[src/rtl/batt_flag_pkg.sv]
package batt_flag_pkg;
    localparam int unsigned FLG_W    = 8;
    localparam int unsigned STORE_W  = FLG_W - 2;
    localparam int unsigned ADDR_W   = 7;

    typedef struct packed {
        logic               chgs;
        logic               brp;
        logic [STORE_W-1:0] store;
    } flag_reg_t;

    localparam flag_reg_t FLAG_RST = '{chgs: 1'b0, brp: 1'b1, store: '0};
endpackage

[src/rtl/batt_flag_decode.sv]
module batt_flag_decode #(
    parameter int unsigned       AW       = 7,
    parameter logic [AW-1:0]     REG_ADDR = 'h01
) (
    input  logic [AW-1:0] bus_addr,
    input  logic          bus_we,
    output logic          hit,
    output logic          wr_hit
);
    always_comb begin
        hit    = (bus_addr == REG_ADDR);
        wr_hit = hit && bus_we;
    end
endmodule

[src/rtl/batt_flag_chgs_evt.sv]
module batt_flag_chgs_evt (
    input  logic clk,
    input  logic rst_n,
    input  logic srst_cmd,
    input  logic rate_above,
    input  logic dsg_seen,
    output logic set_evt,
    output logic clr_evt
);
    logic prev_d, prev_q;

    always_comb begin
        prev_d  = srst_cmd ? 1'b0 : rate_above;
        clr_evt = dsg_seen || (prev_q && !rate_above);
        set_evt = !clr_evt && rate_above && !prev_q;
    end

    always_ff @(posedge clk or negedge rst_n) begin
        if (!rst_n) prev_q <= 1'b0;
        else        prev_q <= prev_d;
    end
endmodule

[src/rtl/batt_flag_brp_evt.sv]
module batt_flag_brp_evt (
    input  logic chg_step,
    input  logic cnt_at_full,
    input  logic edv1_flag,
    output logic clr_evt
);
    always_comb begin
        clr_evt = chg_step && (cnt_at_full || edv1_flag);
    end
endmodule

[src/rtl/batt_flag_reg.sv]
module batt_flag_reg
    import batt_flag_pkg::*;
#(
    parameter int unsigned          AW       = ADDR_W,
    parameter logic [AW-1:0]        REG_ADDR = 'h01
) (
    input  logic             clk,
    input  logic             rst_n,
    input  logic             srst_cmd,
    input  logic             rate_above,
    input  logic             dsg_seen,
    input  logic             chg_step,
    input  logic             cnt_at_full,
    input  logic             edv1_flag,
    input  logic             bus_we,
    input  logic [AW-1:0]    bus_addr,
    input  logic [FLG_W-1:0] bus_wdata,
    output logic [FLG_W-1:0] bus_rdata
);
    flag_reg_t flags_d, flags_q, wr_val;
    logic hit, wr_hit;
    logic chgs_set, chgs_clr, brp_clr;

    batt_flag_decode #(.AW(AW), .REG_ADDR(REG_ADDR)) u_dec (
        .bus_addr (bus_addr),
        .bus_we   (bus_we),
        .hit      (hit),
        .wr_hit   (wr_hit)
    );

    batt_flag_chgs_evt u_chgs (
        .clk        (clk),
        .rst_n      (rst_n),
        .srst_cmd   (srst_cmd),
        .rate_above (rate_above),
        .dsg_seen   (dsg_seen),
        .set_evt    (chgs_set),
        .clr_evt    (chgs_clr)
    );

    batt_flag_brp_evt u_brp (
        .chg_step    (chg_step),
        .cnt_at_full (cnt_at_full),
        .edv1_flag   (edv1_flag),
        .clr_evt     (brp_clr)
    );

    always_comb begin
        wr_val  = flag_reg_t'(bus_wdata);
        flags_d = flags_q;
        if (wr_hit) flags_d = wr_val;
        if (chgs_clr)      flags_d.chgs = 1'b0;
        else if (chgs_set) flags_d.chgs = 1'b1;
        if (brp_clr)       flags_d.brp  = 1'b0;
        if (srst_cmd)      flags_d = FLAG_RST;
    end

    always_ff @(posedge clk or negedge rst_n) begin
        if (!rst_n) flags_q <= FLAG_RST;
        else        flags_q <= flags_d;
    end

    always_comb begin
        bus_rdata = hit ? flags_q : '0;
    end
endmodule

[config.mk]
export PLATFORM = sky130hd
export DESIGN_NAME = batt_flag_reg
export DESIGN_NICKNAME = d
export VERILOG_FILES = /design/src/rtl/batt_flag_pkg.sv /design/src/rtl/batt_flag_decode.sv /design/src/rtl/batt_flag_chgs_evt.sv /design/src/rtl/batt_flag_brp_evt.sv /design/src/rtl/batt_flag_reg.sv
export SDC_FILE = /design/constraint.sdc
export NUM_CORES = 1
export LEC_CHECK = 0
export BUFFER_PORTS_ARGS = -buffer_cell sky130_fd_sc_hd__buf_4
export CORE_AREA = 2 2 39 41
export DETAILED_ROUTE_END_ITERATION = 16
export DIE_AREA = 0 0 41 43
export PLACE_DENSITY = 0.8
export SLEW_MARGIN = 20
export SYNTH_ARGS = -nofsm -noshare
export SYNTH_HDL_FRONTEND = slang
export SYNTH_SLANG_ARGS = --single-unit
export TNS_END_PERCENT = 20
[constraint.sdc]
create_clock -name clk -period 2.93 [get_ports clk]
set_input_delay 0 -clock clk [delete_from_list [all_inputs] [get_ports clk]]
set_output_delay 0 -clock clk [all_outputs]
set_load 0.1 [all_outputs]
==> run summary <==
remaining global-route overflow -> 0
startpoint types -> input pin
adder and majority cell fraction of the synthesized area -> 0%
post-cts sizing count -> 0
CP Class -> input pin to flop
Root Driver -> clkbuf_4
hold path endpoint -> flags_q[5]
core box area -> 1380 µm²
Diodes inserted -> 0
crit-path cells -> buf_4, nor4_2, o211ai_1, a2111oi_2, dlygate4sd3_1
fin cells -> 111
Via density -> 5.31
layout cells sized above 1 -> 42.1%
Vias -> 589
die height -> 43 µm
mux cell area share after synthesis -> 0%
first-pass GRT wire length -> 2350 µm
# clock sinks -> 9
cell total after placement -> 98
Worst Tran Pin Value -> 738 ps
# setup viols final -> 0
yosys warns -> 0
minimum clock period -> 1780 ps
Power Dens Cells -> 313 nW/µm²
H-tree lvl count -> 1
DRT iter0 DRCs -> 12
Hold Path Origin -> bus_wdata[5]
Final period util -> 60.8%
commonest non-fill, non-tap cell in the layout -> buf_4
TritonCTS buffer count -> 3
port buffer count -> 31
Clock Pin Slew Worst Setup and Hold Paths -> 60 ps
worst slack at placement -> 1350 ps
gr usage total -> 19.5%
final WL -> 1490 µm
VDD IR max -> 0.233 mV
Worst path slowest cell -> nor4_2
hold path depth -> 3
Setup crit end kind -> flop
row count -> 14
RSZ-0062 raised after global routing -> false
Slew HR -> 50.4%
Syn Std Cell Area -> 528 µm²
f_max -> 561 MHz
CTS tree -> done
worst r2r src -> u_chgs.prev_q
Max Cap Violations -> 0
Worst Setup Slack, final -> 1150 ps
NumNets Final -> 120
ANT nets after route -> 0
Worst Path Required -> 3130 ps
Hold Path Class -> input pin to flop
setup TNS -> 0 ps
CP Data Arrival Time -> 1980 ps
clk_lat worst skew -> 260 ps
Design Area, Final -> 886 µm²
placed cell area -> 769 µm²
routed length per instance -> 13.4 µm
Seq/Total Area, Yosys -> 42.9%
Yosys cell types -> 20
status -> complete, no violations
most frequent cells in the layout -> buf_4, dlygate4sd3_1, and2_1, dfrtp_1, o21ai_0
IO Pins -> 32
gp weighted congestion -> 0.746
Lkg Pwr -> 0.403 nW
synthesized area per cell -> 9.96 µm²
DP HPWL -> 1050 µm
area grow syn2layout -> 67.8%
Starting Density -> 38.2%
crit-path max FO -> 8
largest family of logic cells by synthesized area -> simple AND/OR/NAND/NOR gates
filler instances -> 123
Core Util, Final -> 64.0%
hold_ws -> 10.1 ps
reg2reg end -> flags_q[7]
Synth Register Bits -> 9
xor and xnor area share after synthesis -> 0%
Cells after Synth -> 53
antenna violations before repair -> 0
syn nets -> 77
pin count of the biggest net entering global routing -> 10
Final Hold Fails -> 0
clk buf depth -> 2
CP peak stage delay -> 670 ps
Worst R2R Path Depth -> 4
Post-Synth Simple-Gate Area -> 34.4%
die width -> 41 µm
drt pass-1 iters -> 4
number of remaining DRC errors -> 0
Die ar. -> 1760 µm²
vias in the first global route -> 556
flop-to-flop setup slack -> 1240 ps
clk_skew -> 0.234 ps
Compound-Gate Fraction of Synth Area -> 19.2%
max-slew violation count -> 0
power consumption -> 0.277 mW
[metal layers]
| layer | routed length [µm] | GRT usage, % | vias to the layer above |
|---|---|---|---|
| li1 | - | - | 284 |
| met1 | 592 | 24.4 | 274 |
| met2 | 772 | 32.5 | 27 |
| met3 | 106 | 3.14 | 4 |
| met4 | 16 | 6.00 | 0 |
| met5 | 0 | 0 | - |
[flip-flops by register name, indices dropped and copies added, names as in the netlist]
register / cells
u_chgs.prev_q: 1
flags_q: 8
[synth_stat cells]
| cell type | n | share of area [%] |
|---|---|---|
| a2111oi_2 | 1 | 2.8 |
| a21oi_1 | 6 | 5.7 |
| and2_1 | 8 | 9.5 |
| buf_1 | 1 | 0.71 |
| buf_6 | 1 | 2.1 |
| clkbuf_1 | 1 | 0.71 |
| dfrtp_1 | 8 | 38 |
| dfstp_2 | 1 | 5.0 |
| nand3_1 | 6 | 5.7 |
| nand3b_1 | 1 | 1.4 |
| nand4_1 | 1 | 1.2 |
| nand4bb_1 | 1 | 2.1 |
| nor2b_1 | 3 | 3.6 |
| nor4_2 | 1 | 2.4 |
| nor4b_4 | 1 | 4.5 |
| nor4bb_1 | 1 | 1.9 |
| o211ai_1 | 2 | 2.8 |
| o21ai_0 | 7 | 6.6 |
| o22ai_1 | 1 | 1.2 |
| or4_4 | 1 | 2.1 |
[cell families (layout without fill, tap and decap cells)]
| family | Yosys count | in the layout |
|---|---|---|
| compound gates | 17 | 17 |
| buf+inv | 3 | 45 |
| flops | 9 | 9 |
| simple gates | 24 | 24 |
[report_power, final]
group	internal, mW	switching, mW
registers	0.128	0.00112
logic	0.0331	0.0203
clock network	0.0525	0.0428
total	0.213	0.0642
[worst max-delay path, delay by kind of cell]
kind / cells / cell delay (ps)
AND/OR/NAND/NOR: 1 / 670
AO/OA/AOI/OAI: 2 / 600
buffers and inverters: 2 / 710
[worst max-delay path by stage]
stage,startpoint,endpoint,cells after the start
2_1_floorplan,bus_addr[2],bus_rdata[0],4
3_3_place_gp,bus_addr[2],bus_rdata[7],5
5_1_grt,bus_addr[2],flags_q[7],5
3_5_place_dp,bus_addr[2],bus_rdata[3],5
4_1_cts,bus_addr[2],flags_q[7],5
6_report,bus_addr[2],flags_q[7],5
[area by class of cell]
class | count | area (µm²) | share of cell area (%)
repair buffers | 41 | 330 | 37.3
well taps | 16 | 20.0 | 2.26
clock buffers | 4 | 26.3 | 2.97
flip-flops and latches | 9 | 226 | 25.6
multi-input cells | 41 | 283 | 31.9
[what timing repair did]
action                                 CTS  global route
hold buffers                             9             0
endpoints found under the hold margin   18             0
buffers inserted                         0             0
(Power assumes the default switching activity.)
